$ cat src/rtl/sc_pkg.sv
package sc_pkg;

    localparam int XLEN  = 32;
    localparam int REGS  = 32;
    localparam int RA_W  = $clog2(REGS);
    localparam int OP_W  = 6;
    localparam int FN_W  = 6;
    localparam int IMM_W = 16;
    localparam int JT_W  = 26;

    localparam logic [OP_W-1:0] OPC_REG   = 6'h00;
    localparam logic [OP_W-1:0] OPC_JUMP  = 6'h02;
    localparam logic [OP_W-1:0] OPC_BEQ   = 6'h04;
    localparam logic [OP_W-1:0] OPC_LOAD  = 6'h23;
    localparam logic [OP_W-1:0] OPC_STORE = 6'h2B;

    localparam logic [FN_W-1:0] FN_ADD = 6'h20;
    localparam logic [FN_W-1:0] FN_SUB = 6'h22;
    localparam logic [FN_W-1:0] FN_AND = 6'h24;
    localparam logic [FN_W-1:0] FN_OR  = 6'h25;
    localparam logic [FN_W-1:0] FN_SLT = 6'h2A;

    typedef enum logic [3:0] {
        ALU_AND = 4'b0000,
        ALU_OR  = 4'b0001,
        ALU_ADD = 4'b0010,
        ALU_SUB = 4'b0110,
        ALU_SLT = 4'b0111
    } alu_op_e;

    typedef struct packed {
        logic    reg_wr;   // write a register this cycle
        logic    alu_imm;  // second ALU operand is the immediate
        logic    mem_rd;   // data memory read
        logic    mem_wr;   // data memory write
        logic    wb_mem;   // write-back takes memory data
        logic    dst_rd;   // destination is rd, else rt
        logic    branch;   // conditional branch on equality
        logic    jump;     // absolute jump
        alu_op_e alu_op;
    } ctrl_t;

    typedef struct packed {
        logic [XLEN-1:0] pc;
    } core_state_t;

endpackage

$ cat src/rtl/sc_decoder.sv
module sc_decoder
    import sc_pkg::*;
(
    input  logic [XLEN-1:0] instr,
    output ctrl_t           ctrl
);

    logic [OP_W-1:0] opc;
    logic [FN_W-1:0] fn;
    logic [4:0]      shamt;

    assign opc   = instr[31:26];
    assign fn    = instr[5:0];
    assign shamt = instr[10:6];

    always_comb begin
        ctrl        = '0;
        ctrl.alu_op = ALU_ADD;
        case (opc)
            OPC_REG: begin
                if (shamt == '0) begin
                    ctrl.dst_rd = 1'b1;
                    ctrl.reg_wr = 1'b1;
                    case (fn)
                        FN_ADD:  ctrl.alu_op = ALU_ADD;
                        FN_SUB:  ctrl.alu_op = ALU_SUB;
                        FN_AND:  ctrl.alu_op = ALU_AND;
                        FN_OR:   ctrl.alu_op = ALU_OR;
                        FN_SLT:  ctrl.alu_op = ALU_SLT;
                        default: ctrl.reg_wr = 1'b0;
                    endcase
                end
            end
            OPC_LOAD: begin
                ctrl.reg_wr  = 1'b1;
                ctrl.alu_imm = 1'b1;
                ctrl.mem_rd  = 1'b1;
                ctrl.wb_mem  = 1'b1;
            end
            OPC_STORE: begin
                ctrl.alu_imm = 1'b1;
                ctrl.mem_wr  = 1'b1;
            end
            OPC_BEQ: begin
                ctrl.branch = 1'b1;
                ctrl.alu_op = ALU_SUB;
            end
            OPC_JUMP: begin
                ctrl.jump = 1'b1;
            end
            default: ;
        endcase
    end

endmodule

$ cat src/rtl/sc_alu.sv
module sc_alu
    import sc_pkg::*;
(
    input  logic [XLEN-1:0] opa,
    input  logic [XLEN-1:0] opb,
    input  alu_op_e         op,
    output logic [XLEN-1:0] res,
    output logic            is_zero
);

    always_comb begin
        case (op)
            ALU_AND: res = opa & opb;
            ALU_OR:  res = opa | opb;
            ALU_ADD: res = opa + opb;
            ALU_SUB: res = opa - opb;
            ALU_SLT: res = {{(XLEN-1){1'b0}}, $signed(opa) < $signed(opb)};
            default: res = '0;
        endcase
    end

    assign is_zero = (res == '0);

endmodule

$ cat src/rtl/sc_regfile.sv
module sc_regfile
    import sc_pkg::*;
#(
    parameter int WIDTH = XLEN,
    parameter int DEPTH = REGS,
    localparam int AW   = $clog2(DEPTH)
) (
    input  logic             clk,
    input  logic [AW-1:0]    ra_a,
    input  logic [AW-1:0]    ra_b,
    input  logic             wr_en,
    input  logic [AW-1:0]    wr_idx,
    input  logic [WIDTH-1:0] wr_val,
    output logic [WIDTH-1:0] rd_a,
    output logic [WIDTH-1:0] rd_b
);

    logic [DEPTH-1:0][WIDTH-1:0] file_q;

    for (genvar i = 0; i < DEPTH; i++) begin : g_entry
        if (i == 0) begin : g_zero
            // entry 0 is hard-wired to zero and has no storage
            assign file_q[i] = '0;
        end else begin : g_store
            logic [WIDTH-1:0] entry_d, entry_q;

            always_comb begin
                entry_d = entry_q;
                if (wr_en && (wr_idx == AW'(i))) begin
                    entry_d = wr_val;
                end
            end

            always_ff @(posedge clk) begin
                entry_q <= entry_d;
            end

            assign file_q[i] = entry_q;
        end
    end

    assign rd_a = file_q[ra_a];
    assign rd_b = file_q[ra_b];

endmodule

$ cat src/rtl/sc_core.sv
module sc_core
    import sc_pkg::*;
#(
    parameter logic [XLEN-1:0] RESET_PC = '0
) (
    input  logic            clk,
    input  logic            rst,
    output logic [XLEN-1:0] imem_addr,
    input  logic [XLEN-1:0] imem_instr,
    output logic [XLEN-1:0] dmem_addr,
    output logic [XLEN-1:0] dmem_wdata,
    input  logic [XLEN-1:0] dmem_rdata,
    output logic            dmem_re,
    output logic            dmem_we
);

    core_state_t state_d, state_q;
    ctrl_t       ctrl;

    logic [RA_W-1:0] rs_idx, rt_idx, rd_idx, dst_idx;
    logic [XLEN-1:0] src_a, src_b, imm_ext, alu_b, alu_res, wb_val;
    logic [XLEN-1:0] pc_plus4, br_target, jmp_target;
    logic            alu_zero, rf_we;

    // instruction fields
    assign rs_idx  = imem_instr[25:21];
    assign rt_idx  = imem_instr[20:16];
    assign rd_idx  = imem_instr[15:11];
    assign imm_ext = {{(XLEN-IMM_W){imem_instr[IMM_W-1]}}, imem_instr[IMM_W-1:0]};

    sc_decoder u_dec (
        .instr (imem_instr),
        .ctrl  (ctrl)
    );

    assign dst_idx = ctrl.dst_rd ? rd_idx : rt_idx;
    assign rf_we   = ctrl.reg_wr & ~rst;

    sc_regfile #(
        .WIDTH (XLEN),
        .DEPTH (REGS)
    ) u_rf (
        .clk    (clk),
        .ra_a   (rs_idx),
        .ra_b   (rt_idx),
        .wr_en  (rf_we),
        .wr_idx (dst_idx),
        .wr_val (wb_val),
        .rd_a   (src_a),
        .rd_b   (src_b)
    );

    assign alu_b = ctrl.alu_imm ? imm_ext : src_b;

    sc_alu u_alu (
        .opa     (src_a),
        .opb     (alu_b),
        .op      (ctrl.alu_op),
        .res     (alu_res),
        .is_zero (alu_zero)
    );

    assign wb_val = ctrl.wb_mem ? dmem_rdata : alu_res;

    // data memory port
    assign dmem_addr  = alu_res;
    assign dmem_wdata = src_b;
    assign dmem_re    = ctrl.mem_rd & ~rst;
    assign dmem_we    = ctrl.mem_wr & ~rst;

    // next-address logic: separate adders for the increment and the branch target
    assign pc_plus4   = state_q.pc + XLEN'(4);
    assign br_target  = pc_plus4 + (imm_ext << 2);
    assign jmp_target = {pc_plus4[XLEN-1:XLEN-4], imem_instr[JT_W-1:0], 2'b00};

    always_comb begin
        state_d = state_q;
        if (rst) begin
            state_d.pc = RESET_PC;
        end else if (ctrl.jump) begin
            state_d.pc = jmp_target;
        end else if (ctrl.branch && alu_zero) begin
            state_d.pc = br_target;
        end else begin
            state_d.pc = pc_plus4;
        end
    end

    always_ff @(posedge clk) begin
        state_q <= state_d;
    end

    assign imem_addr = state_q.pc;

endmodule

$ cat config.mk
export PLATFORM = sky130hd
export DESIGN_NAME = sc_core
export DESIGN_NICKNAME = d
export VERILOG_FILES = /design/src/rtl/sc_pkg.sv /design/src/rtl/sc_decoder.sv /design/src/rtl/sc_alu.sv /design/src/rtl/sc_regfile.sv /design/src/rtl/sc_core.sv
export SDC_FILE = /design/constraint.sdc
export NUM_CORES = 2
export LEC_CHECK = 0
export ABC_AREA = 1
export ABC_CLOCK_PERIOD_IN_PS = 5700
export BUFFER_PORTS_ARGS = -buffer_cell sky130_fd_sc_hd__buf_2
export CAP_MARGIN = 20
export CORE_MARGIN = 1.5
export CORE_UTILIZATION = 30
export DETAILED_ROUTE_END_ITERATION = 6
export REMOVE_ABC_BUFFERS = 1
export SLEW_MARGIN = 10
export SYNTH_ARGS = -nofsm -noshare
export SYNTH_HDL_FRONTEND = slang
export SYNTH_SLANG_ARGS = --single-unit
$ cat constraint.sdc
create_clock -name clk -period 5.7 [get_ports clk]
set_input_delay 0.855 -clock clk [delete_from_list [all_inputs] [get_ports clk]]
set_output_delay 0.855 -clock clk [all_outputs]
set_load 0.05 [all_outputs]
# Word level (Yosys, flattened, before mapping)
# Cells that the tools add are included.
# word_totals
register_bits	1024
out_inout_bits	98
word_cells	152
# classes
addsub	4
n_lt_le_gt_ge	3
n_eq_ne	44
mux	23
bitwise	6
n_reduce_logical	39
# op_table
operator	count
$bmux W32 S5	2
$mux W32	6
$pmux W32 S5	1
$eq A5 B5 Y1 const B	16
$add A32 B32 Y32	2
$eq A6 B6 Y1 const B	7
$eq A5 B4 Y1 const B	8
$add A32 B3 Y32 const B	1
$and A32 B32 Y32	1
$logic_and A1 B1 Y1	32
$logic_not A32 Y1	1
$lt A32 B32 Y1	1
$or A32 B32 Y32	1
$sub A32 B32 Y32	1
$eq A5 B3 Y1 const B	4
$lt A5 B6 Y1 const B	2
$pmux W3 S4	1
$eq A5 B2 Y1 const B	2
$mux W1	9
$eq A4 B3 Y1 const B	2
$pmux W4 S2	1
$eq A6 B2 Y1 const B	1
$eq A6 B3 Y1 const B	1
$logic_not A6 Y1	1
other kinds (12)	15

# Depth between registers and ports, before layout
# logic_depth
word_depth	10
mapped_depth	37

# Hierarchy
# A second synthesis with hierarchy kept.
# hier_totals
cells_unflattened	8420
area_unflattened_um2	63556.0
# by_module_without_submodules
mod	n_inst	cells_per_inst	area_each_um2	seq_area_each_um2
sc_regfile	1	6018	51305.5	29788.6
sc_alu	1	1383	6631.4	0.0
sc_core	1	966	5357.6	600.6
sc_decoder	1	53	261.5	0.0

# Worst setup path after synthesis
# OpenSTA, ideal clock, no wires.
# synth_path
path_kind	input-to-reg
from	input port imem_instr[16]
to	register u_rf.g_entry[10].g_store.entry_q[0], data pin
setup_time_ns	0.446
arrival_time_ns	6.897
required_ns	5.254
setup_slack_ns	-1.644
path_stages	26
cell_sequence	inv_1 > buf_2 > clkbuf_1 > clkbuf_1 > o21ai_0 > a21oi_1 > nor3_1 > o32ai_1 > o21ai_0 > inv_1 > ha_1 > inv_1 > fa_1 > nand2_1 > nand2_1 > nand4_1 > nand2_1 > nand2_1 > nand2_1 > nand2_1 > nand3_1 > nand2_1 > nand2_1 > nand2_1 > inv_1 > o21ai_0
# synth_via
elab_chain_len	6
elab_cells_between_ends	10
cone_classes	add/sub: 2; order compare: 1; mux: 5; bitwise: 2
# synth_lines
item	line_no	rtl
start: declaration	sc_core.sv:9	input logic [XLEN-1:0] imem_instr,
$bmux W32 S5 (*)	sc_regfile.sv:43	assign rd_b = file_q[ra_b];
$mux W32 (not written as such) (*)	sc_regfile.sv:43	
named net dmem_wdata[0]	sc_core.sv:11	output logic [XLEN-1:0] dmem_wdata,
$mux W32 (*)	sc_core.sv:53	assign alu_b = ctrl.alu_imm ? imm_ext : src_b;
$sub A32 B32 Y32, or another cell as far along	sc_alu.sv:16	ALU_SUB: res = opa - opb;
$pmux W32 S5 (*)	sc_alu.sv:12	case (op)
named net dmem_addr[0]	sc_core.sv:10	output logic [XLEN-1:0] dmem_addr,
$mux W32 (*)	sc_core.sv:63	assign wb_val = ctrl.wb_mem ? dmem_rdata : alu_res;
named net u_rf.wr_val[0]	sc_regfile.sv:13	input logic [WIDTH-1:0] wr_val,
end signal: assignment	sc_regfile.sv:35	entry_q <= entry_d;
end: declaration	sc_regfile.sv:25	logic [WIDTH-1:0] entry_d, entry_q;
# Mark *: on every way through the listed nets, which the timed path passes. The rest lies on a longest branch. The select of a mux whose other input is x is not followed.
# A chain may end at the register's enable or synchronous reset.

# Final worst setup path
# layout_path
from	input port imem_instr[16]
to	output port dmem_addr[17]
# layout_via
elab_chain_len	5
elab_cells_between_ends	8
cone_classes	add/sub: 2; mux: 4; bitwise: 2
# layout_lines
item	line_no
$bmux W32 S5 (*)	sc_regfile.sv:43
$mux W32 (not written as such) (*)	sc_regfile.sv:43
$mux W32 (*)	sc_core.sv:53
$sub A32 B32 Y32, or another cell as far along	sc_alu.sv:16
$pmux W32 S5 (*)	sc_alu.sv:12
end: declaration	sc_core.sv:10
# Mark *: on every way between the ends. The rest lies on a longest branch, timed or not. The select of a mux whose other input is x is not followed.

==> impl_metrics.env <==
export IMPL_status="finished, violations left"
export IMPL_violations="design-rule violations"
export IMPL_startpoint_type="primary input"
export IMPL_globalplace_congestion=1.024
export IMPL_rsz0062_at_grt="true"
export IMPL_fillerInstances=19677
export IMPL_final_seq_area_um2=30390
export IMPL_synth_edf_count=992
export IMPL_cts_made_buffers=110
export IMPL_die_w_um=449.2
export IMPL_multi_input_area_um2=25190
export IMPL_ir_worst_vdd_v=0.0002743
export IMPL_endpoint_kind="primary output"
export IMPL_finish_utilization_pct=38.20
export IMPL_max_freq_mhz=178.7
export IMPL_layout_common_cells="a21oi_1 (1250), o21ai_0 (1031), edfxtp_1 (992), nand2_1 (880), inv_1 (872)"
export IMPL_syn_avg_cell_area_um2=8.390
export IMPL_worst_path_max_fanout=22
export IMPL_postRouteWirelength_mm=272.8
export IMPL_clk_pin_slew_ns=0.06
export IMPL_async_flop_share_pct=0
export IMPL_worst_ep_required_time_ns=4.85
export IMPL_root_buffer="clkbuf_16"
export IMPL_cts_hold_buf=0
export IMPL_start_util_pct=30.22
export IMPL_dieArea_um2=201800
export IMPL_cp_top_family="buffers and inverters"
export IMPL_io_pins=164
export IMPL_grt_max_degree=69
export IMPL_p_clk_share_pct=29.4
export IMPL_ys_seq_area_share_pct=50.88
export IMPL_antenna_found_initial=7
export IMPL_cts_tree="yes"
export IMPL_fin_skew_ns=0.06099
export IMPL_critPathBufInv=10
export IMPL_slew_violations=0
export IMPL_slew_headroom_pct=32.00
export IMPL_overflow=0
export IMPL_internal_power_uw=15560
export IMPL_drtAntennaViolNets=0
export IMPL_worstMarginPinSlew_ns=1.014
export IMPL_total_power_uw=23410
export IMPL_dr_pass1_iters=7
export IMPL_setup_violations=0
export IMPL_areaGrowthSynthToFinish_pct=26.37
export IMPL_mostFrequentLayoutCell="a21oi_1"
export IMPL_cts_sinks=1022
export IMPL_max_stage_delay_ns=0.32
export IMPL_synth_cell_area_um2=59730
export IMPL_viasPerCell=5.585
export IMPL_insertion_delay_ns=0.79
export IMPL_crit_top_cell="buf_4"
export IMPL_hold_viol_final=0
export IMPL_share_comb_of_total_power_pct=31.6
export IMPL_maxCapViolations=0
export IMPL_nNetsFinal=7956
export IMPL_clockBufferDepth=3
export IMPL_syn_inst=7119
export IMPL_port_buffers=161
export IMPL_min_period_ns=5.597
export IMPL_p_leak_uw=0.02993
export IMPL_grt_pass1_vias=54535
export IMPL_cp_slowest_cell="o32ai_2"
export IMPL_ys_flop_type="edfxtp_1"
export IMPL_htree_levels=3
export IMPL_grt_use_total_pct=25.57
export IMPL_yosys_register_bits=1022
export IMPL_hold_class="in -> reg"
export IMPL_dieHeight_um=449.2
export IMPL_hpwl_mm=182.7
export IMPL_num_rows=163
export IMPL_layout_drive_gt1_share_pct=18.91
export IMPL_power_frac_seq_pct=38.9
export IMPL_period_share_pct=98.19
export IMPL_finalNonFillerCells=10487
export IMPL_drc=20
export IMPL_sw_frac_of_total_pct=33.56
export IMPL_drt_iter0_drc=8618
export IMPL_crit_arrival_ns=4.74
export IMPL_r2r_slack_ns=0.47
export IMPL_grt_pass1_wl_mm=380.9
export IMPL_synthDistinctLibCells=53
export IMPL_critPathKind="in -> out"
export IMPL_path_cells="buf_16, clkinv_16, buf_16, buf_12, a21oi_1, o21ai_0, a21oi_1, nor3_1, o32ai_2, buf_4, o21ai_1, ha_1, inv_1, nor2_2, nand2_1, nor3_1, buf_4, nand3_1, buf_4, nand4_1, nand3_1, nand3b_1, buf_6, buf_12"
export IMPL_post_place_cells=10235
export IMPL_p_switching_uw=7857
export IMPL_yosysWarnings=0
export IMPL_core_area_um2=197600
export IMPL_p_per_area_nw_per_um2=310.2
export IMPL_wl_per_cell_um=26.01
export IMPL_dr_total_vias=58569
## routing by layer
layer / track usage (%) / up-vias / routed length (um)
met3: 4.569 / 795 / 27530
met2: 39.32 / 3723 / 119900
met1: 33.22 / 27994 / 105900
met4: 16.05 / 6 / 19430
met5: 0 / - / 41
li1: - / 26051 / -
## cell usage after synthesis, types with 9 or more instances
| library cell | count | area share (%) |
|---|---|---|
| clkinv_1 | 10 | 0.063 |
| dfxtp_1 | 30 | 1.0 |
| nor3_1 | 98 | 0.82 |
| a21oi_2 | 11 | 0.16 |
| buf_1 | 84 | 0.53 |
| a21oi_1 | 1265 | 11 |
| nand3_1 | 572 | 4.8 |
| o22ai_1 | 10 | 0.10 |
| nand4_1 | 42 | 0.44 |
| o21ai_0 | 1080 | 9.0 |
| inv_1 | 882 | 5.5 |
| nor2_4 | 10 | 0.19 |
| clkbuf_1 | 358 | 2.2 |
| nor2_1 | 291 | 1.8 |
| ha_1 | 126 | 2.6 |
| nor2_2 | 11 | 0.12 |
| o211ai_1 | 38 | 0.48 |
| xor2_1 | 45 | 0.66 |
| nand2_1 | 916 | 5.8 |
| nand3_2 | 18 | 0.30 |
| o31ai_1 | 33 | 0.41 |
| inv_2 | 30 | 0.19 |
| edfxtp_1 | 992 | 50 |
| o32ai_1 | 32 | 0.47 |
| o21bai_1 | 9 | 0.11 |
| buf_2 | 23 | 0.19 |
| xnor2_1 | 16 | 0.23 |
| nor4_1 | 9 | 0.094 |
## final timing paths
path | endpoint | depth (start not counted) | start
min reg2reg | imem_addr[31] | 3 | imem_addr[31]
max reg2reg | imem_addr[20] | 29 | u_rf.g_entry[10].g_store.entry_q[0]
min | imem_addr[22] | 3 | imem_instr[20]
max | dmem_addr[17] | 24 | imem_instr[16]
## worst min-delay path, stage by stage
cell and delay (ns):
buf_2 0.12, nand2_1 0.08, a21oi_2 0.05
## final cells by class
type | count | share of cell area [%]
timing repair inverter | 2 | 0.02984
antenna | 3 | 0.009945
sequential | 1022 | 40.26
clock inverter | 61 | 0.6630
tap | 2640 | 4.376
inverter | 922 | 4.699
clock buffer | 134 | 3.766
multi-input combinational | 4698 | 33.37
timing repair buffer | 1005 | 12.83
## through the flow
stage | setup slack [ns] | setup TNS (ns) | hold slack [ns] | area (um2)
floorplan | -8.735 | -8554.98 | 0.8551 | 57850
global placement | -0.9873 | -88.68 | 0.6636 | 70310
detailed placement | -1.057 | -87.09 | 0.6588 | 70310
CTS | -0.02974 | -0.03122 | 0.3247 | 74020
global route | -0.06731 | -0.2947 | 0.3849 | 75480
finish | 0.1034 | 0 | 0.3699 | 75480
## flip-flops by register name, summed over array words and instances, names as in the netlist
register	cells
u_rf.g_entry.g_store.entry_q	992
imem_addr	30
## kinds of logic (layout without fill, tap and decap cells)
logic type / count (synthesis) / count (layout) / share of synthesized area, %
compound gates: 2504 / 2504 / 21.71
xor+xnor: 61 / 61 / 0.8944
fa+ha+maj: 129 / 129 / 2.740
buf+inv: 1400 / 2124 / 8.955
flops: 1022 / 1022 / 50.88
other cells: 1 / 5 / 0.006278
simple gates: 2002 / 2002 / 14.82
## power by group through the flow
stage	registers [uW]	clock network, uW	logic (uW)
final	9110	6890	7410
after global routing	9110	7210	7860
after CTS	9110	6960	7000
after detailed placement	9270	0	6910
after global placement	9270	0	6870
after floorplan	9350	0	2930
## repair_timing
item                                    CTS  global route
buffers inserted                          3            37
gates cloned                              1            12
gates resized for setup                  71           221
endpoints found under the setup margin   41            31
pin swaps                                 4            54
No activity file was read; power rests on OpenSTA's default activity.
